--- src/rtl/dst_filter_pkg.sv ---
package dst_filter_pkg;

  typedef enum logic [1:0] {
    FM_OWN_ONLY = 2'b00,
    FM_HASHED   = 2'b01,
    FM_ALL_MC   = 2'b10,
    FM_PROMISC  = 2'b11
  } filt_mode_e;

  localparam logic [31:0] CRC_POLY_REFL = 32'hEDB8_8320;

  // One byte of the reflected CRC-32, least significant bit first.
  function automatic logic [31:0] crc_step_byte(input logic [31:0] c_in,
                                                input logic [7:0]  b);
    logic [31:0] c;
    logic        fb;
    c = c_in;
    for (int i = 0; i < 8; i++) begin
      fb = c[0] ^ b[i];
      c  = c >> 1;
      if (fb) c = c ^ CRC_POLY_REFL;
    end
    return c;
  endfunction

endpackage

--- src/rtl/dst_addr_capture.sv ---
module dst_addr_capture #(
  parameter int ADDR_BYTES = 6
) (
  input  logic                    clk,
  input  logic                    rst_n,
  input  logic                    beat,
  input  logic                    sof,
  input  logic [7:0]              byte_in,
  output logic                    take,
  output logic                    first,
  output logic [8*ADDR_BYTES-1:0] addr,
  output logic                    done
);
  localparam int CNT_W = $clog2(ADDR_BYTES + 1);
  localparam logic [CNT_W-1:0] FULL = CNT_W'(ADDR_BYTES);

  logic [CNT_W-1:0] cnt;

  assign first = beat && sof;
  assign take  = first || (beat && (cnt != '0) && (cnt < FULL));
  assign done  = (cnt == FULL);

  always_ff @(posedge clk) begin
    if (!rst_n) begin
      cnt  <= '0;
      addr <= '0;
    end else if (first) begin
      cnt <= CNT_W'(1);
      addr[8*(ADDR_BYTES-1) +: 8] <= byte_in;
    end else if (take) begin
      cnt <= cnt + CNT_W'(1);
      addr[8*(ADDR_BYTES-1-int'(cnt)) +: 8] <= byte_in;
    end
  end
endmodule

--- src/rtl/dst_crc_hash.sv ---
module dst_crc_hash
  import dst_filter_pkg::*;
#(
  parameter int HASH_BITS = 6
) (
  input  logic                 clk,
  input  logic                 rst_n,
  input  logic                 take,
  input  logic                 first,
  input  logic [7:0]           byte_in,
  output logic [HASH_BITS-1:0] index
);
  logic [31:0] crc_q;

  always_ff @(posedge clk) begin
    if (!rst_n)     crc_q <= '1;
    else if (first) crc_q <= crc_step_byte(32'hFFFF_FFFF, byte_in);
    else if (take)  crc_q <= crc_step_byte(crc_q, byte_in);
  end

  assign index = crc_q[HASH_BITS-1:0];
endmodule

--- src/rtl/dst_accept_policy.sv ---
module dst_accept_policy
  import dst_filter_pkg::*;
#(
  parameter int ADDR_BYTES = 6,
  parameter int HASH_BITS  = 6
) (
  input  logic [1:0]              mode,
  input  logic [8*ADDR_BYTES-1:0] addr,
  input  logic [8*ADDR_BYTES-1:0] station,
  input  logic [(1<<HASH_BITS)-1:0] table_bits,
  input  logic [HASH_BITS-1:0]    index,
  input  logic                    done,
  output logic                    accept,
  output logic                    phys,
  output logic                    hashm,
  output logic                    bcast,
  output logic                    mcast,
  output logic                    sel_bit
);
  localparam int GROUP_BIT = 8*(ADDR_BYTES-1);

  logic raw_phys, raw_mc, raw_bc, raw_hash, raw_acc;

  always_comb begin
    sel_bit  = table_bits[index];
    raw_phys = (addr == station);
    raw_mc   = addr[GROUP_BIT];
    raw_bc   = &addr;
    raw_hash = raw_mc && sel_bit;
    unique case (filt_mode_e'(mode))
      FM_OWN_ONLY: raw_acc = raw_phys;
      FM_HASHED:   raw_acc = raw_phys || raw_bc || raw_hash;
      FM_ALL_MC:   raw_acc = raw_phys || raw_bc || raw_mc;
      FM_PROMISC:  raw_acc = 1'b1;
      default:     raw_acc = 1'b0;
    endcase
    accept = done && raw_acc;
    phys   = done && raw_phys;
    hashm  = done && raw_hash;
    bcast  = done && raw_bc;
    mcast  = done && raw_mc;
  end
endmodule

--- src/rtl/dst_addr_filter.sv ---
module dst_addr_filter #(
  parameter int ADDR_BYTES = 6,
  parameter int HASH_BITS  = 6
) (
  input  logic                      clk,
  input  logic                      rst_n,
  input  logic [1:0]                filt_mode,
  input  logic                      rx_enable,
  input  logic [8*ADDR_BYTES-1:0]   station_addr,
  input  logic [(1<<HASH_BITS)-1:0] hash_table,
  input  logic                      dst_valid,
  output logic                      dst_ready,
  input  logic                      dst_sof,
  input  logic [7:0]                dst_data,
  output logic                      decision_valid,
  output logic                      accept,
  output logic                      phys_match,
  output logic                      hash_match,
  output logic                      is_broadcast,
  output logic                      is_multicast,
  output logic                      hash_status
);
  logic                    beat, take, first, done, sel_bit;
  logic [8*ADDR_BYTES-1:0] addr;
  logic [HASH_BITS-1:0]    index;

  assign dst_ready      = rst_n;
  assign beat           = dst_valid && dst_ready;
  assign decision_valid = done;

  dst_addr_capture #(.ADDR_BYTES(ADDR_BYTES)) u_cap (
    .clk(clk), .rst_n(rst_n), .beat(beat), .sof(dst_sof), .byte_in(dst_data),
    .take(take), .first(first), .addr(addr), .done(done)
  );

  dst_crc_hash #(.HASH_BITS(HASH_BITS)) u_crc (
    .clk(clk), .rst_n(rst_n), .take(take), .first(first), .byte_in(dst_data),
    .index(index)
  );

  dst_accept_policy #(.ADDR_BYTES(ADDR_BYTES), .HASH_BITS(HASH_BITS)) u_pol (
    .mode(filt_mode), .addr(addr), .station(station_addr), .table_bits(hash_table),
    .index(index), .done(done), .accept(accept), .phys(phys_match),
    .hashm(hash_match), .bcast(is_broadcast), .mcast(is_multicast), .sel_bit(sel_bit)
  );

  always_ff @(posedge clk) begin
    if (!rst_n)                 hash_status <= 1'b0;
    else if (rx_enable && done) hash_status <= sel_bit;
  end
endmodule

--- config.mk ---
export PLATFORM = sky130hd
export DESIGN_NAME = dst_addr_filter
export DESIGN_NICKNAME = d
export VERILOG_FILES = /design/src/rtl/dst_filter_pkg.sv /design/src/rtl/dst_addr_capture.sv /design/src/rtl/dst_crc_hash.sv /design/src/rtl/dst_accept_policy.sv /design/src/rtl/dst_addr_filter.sv
export SDC_FILE = /design/constraint.sdc
export NUM_CORES = 1
export LEC_CHECK = 0
export BUFFER_PORTS_ARGS = -buffer_cell sky130_fd_sc_hd__buf_2
export CAP_MARGIN = 20
export CORE_ASPECT_RATIO = 1.5
export CORE_MARGIN = 5
export CORE_UTILIZATION = 50
export CTS_CLUSTER_SIZE = 14
export DETAILED_ROUTE_END_ITERATION = 16
export PLACE_DENSITY = 0.77
export SKIP_LAST_GASP = 1
export SYNTH_ARGS = -nofsm -noshare
export SYNTH_HDL_FRONTEND = slang
export SYNTH_SLANG_ARGS = --single-unit
--- constraint.sdc ---
create_clock -name clk -period 3.32 [get_ports clk]
set_input_delay 0.996 -clock clk [delete_from_list [all_inputs] [get_ports clk]]
set_output_delay 0.996 -clock clk [all_outputs]
set_load 0.03 [all_outputs]
==> run summary, run 1 <==
status - finished, violations left
failing checks - negative setup slack
Crit path required time - 2.32 ns
Pwr per Cell Area - 420.8 mW/mm²
DRC - 0
Max-Cap Viols - 0
detailed placement HPWL - 14890 µm
Die Width - 100.8 µm
vias in the first global route - 6009
Final min period - 3.633 ns
CTS root buffer - clkbuf_16
share of layout cells above drive strength 1 - 29.43%
CP max FO - 2
#FFs+latches synth - 84
CORE AREA - 0.01208 mm²
Final Wtd Congestion - 0.9336
CP Data Arrival Time - 2.64 ns
Min Hold Slack - 0.4858 ns
Syn. warnings - 0
GRT Resource Usage Total - 26.48%
Crit Path Class - primary input to output pin
Min-Delay Path Class - register to register
global route overflow - 0
post-synthesis instance total - 716
mean number of vias per cell - 5.870
number of clock sinks - 84
# fillers - 990
post-route setup TNS - -0.6309 ns
Tcrit/Tclk final - 109.4%
Final Max Slew Viols - 0
DR iter-0 viols - 443
leakage - 3.049 nW
Post-CTS Hold Buffers - 0
TritonCTS Buffers - 9
Initial Util - 51.24%
Die Height - 146.3 µm
VDD IR max - 0.2889 mV
clk slew on worst S/H paths - 0.06 ns
worst-skew pair later-pin latency - 0.35 ns
IO Count - 135
syn avg cell area - 8.643 µm²
first-pass GRT wire length - 30910 µm
largest net degree at the start of global routing - 38
Nets - 999
Netlist cell types - 58
placed inst area - 0.007207 mm²
number of synthesized flops with an enable pin - 0
worst setup margin - -0.3134 ns
synthesized area - 0.006188 mm²
RSZ-0062 raised after global routing - yes
initial antenna violation count - 0
Main synth FF type - dfxtp_1
Final setup viols - 3
design area - 0.007685 mm²
Fmax - 275.2 MHz
Slew @ Worst Pin - 0.6735 ns
first-pass iteration count of the detailed router - 5
std cell rows - 49
Crit. End Element - output pin
final hold violations - 0
Synth area leaders - dfxtp_1, xnor2_1, mux4_2
Post-Syn Nets - 857
Inserted Diodes - 0
Die ar. - 0.01475 mm²
TritonCTS clock tree - yes
Synth async-reset ratio - 0%
routed wire length - 19650 µm
IO Port Bufs - 134
post-synthesis sequential area ratio - 27.17%
Area Overhead vs Synth - 24.18%
H-tree Lvls - 3
slew margin rel. - 55.10%
Worst Skew - 0.007381 ns
post-DR wirelength/cell - 19.34 µm
Routed Antenna Nets - 0
routed vias - 5964
Yosys top cell area share - 27.17%
post-synth top area cell - dfxtp_1
Max Buffers Root-to-Sink - 2
crit path launch type - primary input
## critical path, stage by stage
cell	delay [ns]
buf_2	0.09
mux4_2	0.47
and2_1	0.19
a2111oi_2	0.27
or3_4	0.19
o2111ai_1	0.12
o211a_1	0.17
buf_6	0.14
## state kept, by name, summed over array words and instances (netlist names)
| name | cells |
|---|---|
| u_cap.addr | 48 |
| hash_status | 1 |
| u_crc.crc_q | 32 |
| u_cap.cnt | 3 |
## per-layer routing
layer  part of all wire, %  vias to the layer above  track usage [%]
li1                      -                     2788                -
met5                     0                        -                0
met3                   7.2                       78            4.010
met2                    51                      291            46.21
met1                    36                     2807            30.29
met4                   6.0                        0            14.43
## layout by cell type (no fill, tap or decap), types with 13 or more instances in the layout
cell type	synthesis	routed
a21oi_1	54	54
buf_2	12	125
buf_4	3	49
dfxtp_1	84	84
ha_1	13	13
mux2i_1	13	13
mux4_2	15	15
nand2_1	89	89
nand3_1	37	37
nand4_1	42	42
nor2_1	36	35
o21ai_1	14	14
xnor2_1	119	111
xnor2_2	9	17
xor2_1	27	27
## path summary, 6_finish.rpt
path | slack (ns) | cells past startpoint | endpoint | from
hold reg to reg | 0.49 | 2 | u_cap.addr[1]$_SDFFE_PN0P_ | u_cap.addr[1]$_SDFFE_PN0P_
setup reg to reg | 0.49 | 12 | u_cap.addr[46]$_SDFFE_PN0P_ | u_cap.cnt[1]$_SDFFE_PP0P_
hold / removal | 0.49 | 2 | u_cap.addr[1]$_SDFFE_PN0P_ | u_cap.addr[1]$_SDFFE_PN0P_
setup / recovery | -0.31 | 8 | accept | hash_table[61]
## layout make-up
cell class	count	area [µm²]	area share, %
clock inverter	7	75.07	0.9769
multi-input combinational	564	4317	56.17
timing repair buffer	186	1146	14.91
sequential	84	1682	21.88
inverter	13	48.80	0.6350
tap	153	191.4	2.491
clock buffer	9	225.2	2.931
## what timing repair did
action / 4_1_cts / 5_1_grt
buffers inserted: 1 / 1
resized for setup: 20 / 11
pin swaps: 11 / 10
cloned: 0 / 0
endpoints found under the setup margin: 3 / 3
## per-stage QoR
stage	setup slack, ns	total power [W]	std cells	util, %
5_1_grt	-0.3745	0.003374	1016	63.63
2_1_floorplan	-0.08748	0.001882	716	-
3_3_place_gp	-0.3687	0.002164	998	59.67
4_1_cts	-0.3100	0.003220	1015	63.10
3_5_place_dp	-0.3492	0.002185	998	59.67
6_report	-0.3134	0.003234	1016	63.63
## Yosys cell counts (8+ instances only)
library cell  number
mux2i_1           13
nand4_1           42
nor2_1            36
mux4_2            15
ha_1              13
nor4_1             8
inv_1             10
nand2_1           89
nand3_1           37
xor2_1            27
o211ai_1          10
buf_2             12
xnor2_1          119
xnor2_2            9
o21ai_1           14
dfxtp_1           84
clkbuf_1          34
a21oi_1           54
xnor3_1            8
## power breakdown
group / internal, W / switching, W
clock: 0.000585 / 0.000446
combinational: 0.000571 / 0.000536
sequential: 0.00105 / 0.0000455
## cell families after synthesis
logic type | after synthesis | share of synthesized area, %
muxes | 28 | 7.562
DFF | 84 | 27.17
adders and majority gates | 14 | 2.952
and+or+nand+nor | 245 | 19.37
xor gates and xnor gates | 166 | 27.03
buffers and inverters | 68 | 4.913
AOI/OAI and AO/OA | 111 | 11.00
Power figures use the tool's default switching activity.
==> inputs of run 2 (changes only) <==
--- a/config.mk
+++ b/config.mk
@@ -6,14 +6,12 @@
 export NUM_CORES = 1
 export LEC_CHECK = 0
 export BUFFER_PORTS_ARGS = -buffer_cell sky130_fd_sc_hd__buf_2
-export CAP_MARGIN = 20
 export CORE_ASPECT_RATIO = 1.5
 export CORE_MARGIN = 5
 export CORE_UTILIZATION = 50
 export CTS_CLUSTER_SIZE = 14
 export DETAILED_ROUTE_END_ITERATION = 16
-export PLACE_DENSITY = 0.77
-export SKIP_LAST_GASP = 1
+export PLACE_DENSITY = 0.85
 export SYNTH_ARGS = -nofsm -noshare
 export SYNTH_HDL_FRONTEND = slang
 export SYNTH_SLANG_ARGS = --single-unit
==> run 2 against run 1 <==
The flow still finishes with violations (negative setup slack). Final cell count fell by 0.69%. Maximum frequency is 1.0% lower. Register-to-register slack got worse by 0.06 ns. Critical path depth is 1 higher. Clock power fell by 6%. Flip-flop and latch count unchanged. Worst hold slack improved by 0.0037 ns. Combinational power is essentially flat. Count of clock-buffer cells in the layout did not move. Die area did not move. Critical endpoint unchanged. Largest power group unchanged.
==> run summary, run 2 (synthesis results as in run 1) <==
status - finished, violations left (unchanged)
failing checks - negative setup slack (unchanged)
P_sw - 0.001053 W (was 0.001027 W)
most common cell after layout, fill and taps aside - buf_2 (unchanged)
Pwr per Cell Area - 418.7 mW/mm² (was 420.8 mW/mm²)
Internal - 0.002120 W (was 0.002207 W)
Switching Fraction - 33.18% (was 31.77%)
Max Buffers Root-to-Sink - 2 (unchanged)
CP Data Arrival Time - 2.67 ns (was 2.64 ns)
Initial Util - 51.24% (unchanged)
DR iter-0 viols - 535 (was 443)
vias in the first global route - 6222 (was 6009)
mean number of vias per cell - 6.121 (was 5.870)
VDD IR max - 0.3162 mV (was 0.2889 mV)
placed insts - 992 (was 998)
global route overflow - 0 (unchanged)
H-tree Lvls - 3 (unchanged)
Die Height - 146.3 µm (unchanged)
Max-Cap Viols - 0 (unchanged)
routed vias - 6176 (was 5964)
Biggest register - u_cap.addr (unchanged)
Final Non-Filler Cells - 1009 (was 1016)
Crit Path Class - primary input to output pin (unchanged)
Reg power frac - 34.6% (was 33.9%)
placed inst area - 0.007149 mm² (was 0.007207 mm²)
detailed placement HPWL - 15300 µm (was 14890 µm)
TritonCTS Buffers - 9 (unchanged)
Logic pwr share - 35.1% (was 34.2%)
Final Wtd Congestion - 0.9414 (was 0.9336)
Min-Delay Path Class - register to register (unchanged)
Slew @ Worst Pin - 0.7154 ns (was 0.6735 ns)
number of clock sinks - 84 (unchanged)
Nets - 992 (was 999)
design area - 0.007580 mm² (was 0.007685 mm²)
CTS root buffer - clkbuf_16 (unchanged)
Final min period - 3.670 ns (was 3.633 ns)
Tcrit/Tclk final - 110.5% (was 109.4%)
Final setup viols - 3 (unchanged)
commonest non-fill, non-tap cells in the layout - buf_2, xnor2_1, nand2_1 (unchanged)
Post-CTS Hold Buffers - 0 (unchanged)
Crit. End Element - output pin (unchanged)
Worst Skew - 0.007551 ns (was 0.007381 ns)
Inserted Diodes - 0 (unchanged)
Final Max Slew Viols - 0 (unchanged)
largest net degree at the start of global routing - 52 (was 38)
worst-skew pair later-pin latency - 0.35 ns (about the same)
CP max FO - 2 (unchanged)
final hold violations - 0 (unchanged)
IO Port Bufs - 134 (unchanged)
post-route setup TNS - -0.7454 ns (was -0.6309 ns)
Die ar. - 0.01475 mm² (unchanged)
Area Overhead vs Synth - 22.48% (was 24.18%)
IO Count - 135 (unchanged)
RSZ-0062 raised after global routing - yes (unchanged)
Clock Power Share - 30.4% (was 31.9%)
GRT Resource Usage Total - 28.37% (was 26.48%)
crit path launch type - primary input (unchanged)
TritonCTS clock tree - yes (unchanged)
clk slew on worst S/H paths - 0.06 ns (about the same)
initial antenna violation count - 0 (unchanged)
leakage - 3.003 nW (was 3.049 nW)
first-pass GRT wire length - 32670 µm (was 30910 µm)
slew margin rel. - 52.31% (was 55.10%)
Die Width - 100.8 µm (unchanged)
std cell rows - 49 (unchanged)
first-pass iteration count of the detailed router - 5 (unchanged)
Fmax - 272.5 MHz (was 275.2 MHz)
Routed Antenna Nets - 0 (unchanged)
biggest registers after layout - u_cap.addr (48), u_crc.crc_q (32), u_cap.cnt (3) (unchanged)
max FFs per register - 48 (unchanged)
worst setup margin - -0.3501 ns (was -0.3134 ns)
post-DR wirelength/cell - 20.83 µm (was 19.34 µm)
share of layout cells above drive strength 1 - 28.74% (was 29.43%)
CORE AREA - 0.01208 mm² (unchanged)
routed wire length - 21010 µm (was 19650 µm)
Min Hold Slack - 0.4895 ns (was 0.4858 ns)
Crit path required time - 2.32 ns (about the same)
DRC - 0 (unchanged)
total power - 0.003173 W (was 0.003234 W)
run 2: changes by cell type in the layout (fill, tap and decap cells not counted), moves of 2 or more:
cell        delta
buf_4          -4
buf_2          +4
xnor2_4        +2
clkinvlp_4     -2
clkinv_4       +2
buf_6          -6
run 2: cell type report:
type / instances / area, µm²
tap: 153 / 191.4
multi-input combinational: 564 / 4330
fill: 956 / 4498
clock inverter: 7 / 52.55
clock buffer: 9 / 225.2
sequential: 84 / 1683
timing repair buffer: 179 / 1049
inverter: 13 / 48.80
run 2: critical path, cell delays in order:
cell and delay (ns):
buf_2 0.10, mux4_2 0.46, mux2i_1 0.17, a211oi_1 0.10
nor4_2 0.23, buf_4 0.17, o2111ai_1 0.12, o211a_1 0.16
buf_4 0.17
run 2: path summary, 6_finish.rpt:
kind	start	to	slack [ns]	cells after the start
hold / removal	u_cap.addr[5]$_SDFFE_PN0P_	u_cap.addr[5]$_SDFFE_PN0P_	0.49	2
hold reg to reg	u_cap.addr[5]$_SDFFE_PN0P_	u_cap.addr[5]$_SDFFE_PN0P_	0.49	2
setup reg to reg	u_cap.cnt[1]$_SDFFE_PP0P_	u_cap.addr[45]$_SDFFE_PN0P_	0.43	12
setup / recovery	hash_table[11]	accept	-0.35	9
run 2: per-stage QoR:
stage | worst slack [ns] | utilization, %
final | -0.3501 | 62.76
after global routing | -0.4466 | 62.76
after CTS | -0.3538 | 62.58
after detailed placement | -0.4180 | 59.19
after global placement | -0.3781 | 59.19
after floorplan | -0.08748 | -
run 2: routing by layer:
metal,GRT usage (%),vias to the layer above,share of wire [%]
met5,0,-,0
met3,5.251,128,8.7
li1,-,2784,-
met4,17.87,0,7.6
met2,47.92,404,50
met1,32.20,2860,33
run 2: timing repair:
action,in CTS,in global routing
gates cloned,0,0
buffers inserted,0,1
setup endpoints to repair,3,3
resized for setup,23,3
pin swaps,9,4
run 2: power groups by stage:
| stage | Clock [W] | Combinational, W | Sequential, W |
|---|---|---|---|
| CTS | 0.000963 | 0.00109 | 0.00109 |
| floorplan | 0 | 0.000784 | 0.00110 |
| global placement | 0 | 0.00104 | 0.00111 |
| global route | 0.00101 | 0.00118 | 0.00110 |
| finish | 0.000964 | 0.00111 | 0.00110 |
| detailed placement | 0 | 0.00107 | 0.00112 |
==> inputs of run 3 (changes only) <==
--- a/config.mk
+++ b/config.mk
@@ -8,10 +8,10 @@
 export BUFFER_PORTS_ARGS = -buffer_cell sky130_fd_sc_hd__buf_2
 export CORE_ASPECT_RATIO = 1.5
 export CORE_MARGIN = 5
-export CORE_UTILIZATION = 50
+export CORE_UTILIZATION = 41
 export CTS_CLUSTER_SIZE = 14
 export DETAILED_ROUTE_END_ITERATION = 16
-export PLACE_DENSITY = 0.85
+export PLACE_DENSITY = 0.73
 export SYNTH_ARGS = -nofsm -noshare
 export SYNTH_HDL_FRONTEND = slang
 export SYNTH_SLANG_ARGS = --single-unit
==> run 3 against run 2 <==
The run still ends with negative setup slack left. Count of clock-buffer cells in the layout unchanged. Clock skew is 0.0011 ns lower. Routed wire length down 2.3%. Combinational power barely moved. Die area up 20%. Via count shrank 4.0%. Non-clock buffer count up 1. Global-route usage decreased by 5.2 points. Critical endpoint unchanged.
==> run summary, run 3 (synthesis results as in run 1) <==
Max-Cap Viols - 0 (unchanged)
IO Count - 135 (unchanged)
Routed Antenna Nets - 0 (unchanged)
met1 Use GR - 25.46% (was 32.20%)
TritonCTS clock tree - yes (unchanged)
Crit Path Class - primary input to output pin (unchanged)
Final Max Slew Viols - 0 (unchanged)
Tcrit/Tclk final - 107.4% (was 110.5%)
final hold violations - 0 (unchanged)
detailed placement HPWL - 15460 µm (was 15300 µm)
DP Worst Slack - -0.5459 ns (was -0.4180 ns)
H-tree Lvls - 3 (unchanged)
failing checks - negative setup slack (unchanged)
Hold Path Sink - u_cap.addr[12]$_SDFFE_PN0P_ (was u_cap.addr[5]$_SDFFE_PN0P_)
Fmax - 280.5 MHz (was 272.5 MHz)
total power - 0.003311 W (was 0.003173 W)
Final Wtd Congestion - 0.9128 (was 0.9414)
Nets - 993 (was 992)
vias in the first global route - 6046 (was 6222)
leakage - 3.084 nW (was 3.003 nW)
CP Cell Sequence - buf_6 -> mux4_2 -> mux2i_1 -> nor2_1 -> nor4_2 -> buf_4 -> o2111ai_2 -> o211a_1 -> buf_6 (was buf_2 -> mux4_2 -> mux2i_1 -> a211oi_1 -> nor4_2 -> buf_4 -> o2111ai_1 -> o211a_1 -> buf_4)
slew margin rel. - 55.72% (was 52.31%)
worst-skew pair later-pin latency - 0.35 ns (about the same)
M3 GR Usage - 4.503% (was 5.251%)
DR iter-0 viols - 342 (was 535)
crit-path most repeated cell - buf_6 (was buf_4)
Post-CTS Hold Buffers - 0 (unchanged)
register area - 0.001683 mm² (unchanged)
worst hold stages - 2 (unchanged)
Min Hold Slack - 0.4920 ns (was 0.4895 ns)
Crit. End Element - output pin (unchanged)
largest net degree at the start of global routing - 50 (was 52)
worst setup margin - -0.2450 ns (was -0.3501 ns)
status - finished, violations left (unchanged)
post-route setup TNS - -0.4729 ns (was -0.7454 ns)
DRC - 0 (unchanged)
CORE AREA - 0.01493 mm² (was 0.01208 mm²)
TritonCTS Buffers - 9 (unchanged)
Biggest register - u_cap.addr (unchanged)
routed wire length - 20530 µm (was 21010 µm)
worst path bufs/invs - 3 (unchanged)
Final min period - 3.565 ns (was 3.670 ns)
number of clock sinks - 84 (unchanged)
std cell rows - 55 (was 49)
cell family with most CP delay - multiplexers (unchanged)
Pwr per Cell Area - 423.9 mW/mm² (was 418.7 mW/mm²)
setup bufs post-CTS - 0 (unchanged)
multi-input logic area - 0.004415 mm² (was 0.004330 mm²)
Die Width - 110.3 µm (was 100.8 µm)
max FFs per register - 48 (unchanged)
most common cell after layout, fill and taps aside - buf_2 (unchanged)
Min-Delay Path Class - register to register (unchanged)
Initial Util - 41.44% (was 51.24%)
HP Start - u_cap.addr[12]$_SDFFE_PN0P_ (was u_cap.addr[5]$_SDFFE_PN0P_)
fin util - 52.31% (was 62.76%)
CP max stage delay - 0.45 ns (was 0.46 ns)
CP Data Arrival Time - 2.57 ns (was 2.67 ns)
GRT busiest layer - met2 (unchanged)
Max Buffers Root-to-Sink - 2 (unchanged)
first-pass iteration count of the detailed router - 6 (was 5)
reg2reg end - u_cap.addr[45]$_SDFFE_PN0P_ (unchanged)
crit path launch type - primary input (unchanged)
R2R Path Start - u_cap.cnt[0]$_SDFFE_PN0P_ (was u_cap.cnt[1]$_SDFFE_PP0P_)
Die Height - 160.5 µm (was 146.3 µm)
CP max FO - 2 (unchanged)
share of layout cells above drive strength 1 - 30.22% (was 28.74%)
FF-to-FF path depth - 8 (was 12)
Slew @ Worst Pin - 0.6617 ns (was 0.7154 ns)
GRT Resource Usage Total - 23.22% (was 28.37%)
biggest registers after layout - u_cap.addr (48), u_crc.crc_q (32), u_cap.cnt (3) (unchanged)
initial antenna violation count - 0 (unchanged)
cell count along the critical path - 9 (unchanged)
met2 usage - 40.33% (was 47.92%)
CTS root buffer - clkbuf_16 (unchanged)
Worst Skew - 0.006466 ns (was 0.007551 ns)
commonest non-fill, non-tap cells in the layout - buf_2, xnor2_1, nand2_1 (unchanged)
Final setup viols - 3 (unchanged)
Area Overhead vs Synth - 26.22% (was 22.48%)
R2R Setup Slk - 0.53 ns (was 0.43 ns)
CP max-delay cell - mux4_2 (unchanged)
# fillers - 1384 (was 956)
VDD IR max - 0.2792 mV (was 0.3162 mV)
post-DR wirelength/cell - 19.44 µm (was 20.83 µm)
clk slew on worst S/H paths - 0.06 ns (about the same)
RSZ-0062 raised after global routing - yes (unchanged)
IO Port Bufs - 134 (unchanged)
Inserted Diodes - 0 (unchanged)
Die ar. - 0.01770 mm² (was 0.01475 mm²)
mean number of vias per cell - 5.615 (was 6.121)
first-pass GRT wire length - 31680 µm (was 32670 µm)
global route overflow - 0 (unchanged)
Crit path required time - 2.32 ns (about the same)
routed vias - 5929 (was 6176)
run 3: cell types whose count changed in the layout (fill, tap and decap cells not counted), moves of 2 or more:
cell | before | now
buf_2 | 129 | 125
buf_6 | 4 | 8
clkinv_2 | 2 | 0
xnor2_2 | 16 | 23
xnor2_1 | 110 | 104
bufinv_16 | 0 | 2
nor4_4 | 0 | 2
run 3: layout make-up:
type                            instances  share of cell area, %
Clock buffer                            9                  2.883
Clock inverter                          7                  1.297
Inverter                               13                 0.6247
Multi-Input combinational cell        564                  56.53
Sequential cell                        84                  21.54
Tap cell                              199                  3.188
Timing Repair Buffer                  180                  13.94
run 3: how the worst max path moves through the flow:
stage	startpoint	slack, ns	end
after global routing	hash_table[47]	-0.36	accept
after floorplan	hash_table[42]	-0.09	accept
after CTS	hash_table[47]	-0.27	accept
after detailed placement	station_addr[23]	-0.55	accept
final	hash_table[47]	-0.24	accept
after global placement	station_addr[32]	-0.58	accept
run 3: worst reg2reg max path, stage by stage (launching register included):
cell,delay (ns)
dfxtp_1,0.62
inv_2,0.13
ha_1,0.21
nor2b_1,0.16
nor3_2,0.45
nor2_1,0.23
a21oi_2,0.54
mux2i_1,0.27
nor2_1,0.06
run 3: metrics by stage:
stage | std cells | instance area (µm²)
3_5_place_dp | 1040 | 7222
5_1_grt | 1056 | 7811
6_report | 1056 | 7811
4_1_cts | 1056 | 7689
2_1_floorplan | 716 | 6193
3_3_place_gp | 1040 | 7222
run 3: power by group:
part	total (W)	switching (W)	internal (W)
combinational	0.00111	0.000539	0.000573
sequential	0.00109	0.0000445	0.00105
clock	0.00110	0.000442	0.000663
run 3: repair_timing:
action,in CTS,in global routing
pin swaps,12,13
gates resized for setup,28,17
setup endpoints to repair,3,3
run 3: routing by layer:
| layer | up-vias | share of wire, % |
|---|---|---|
| met5 | - | 0 |
| met4 | 0 | 7.1 |
| met3 | 97 | 6.3 |
| met2 | 277 | 51 |
| met1 | 2784 | 35 |
| li1 | 2771 | - |
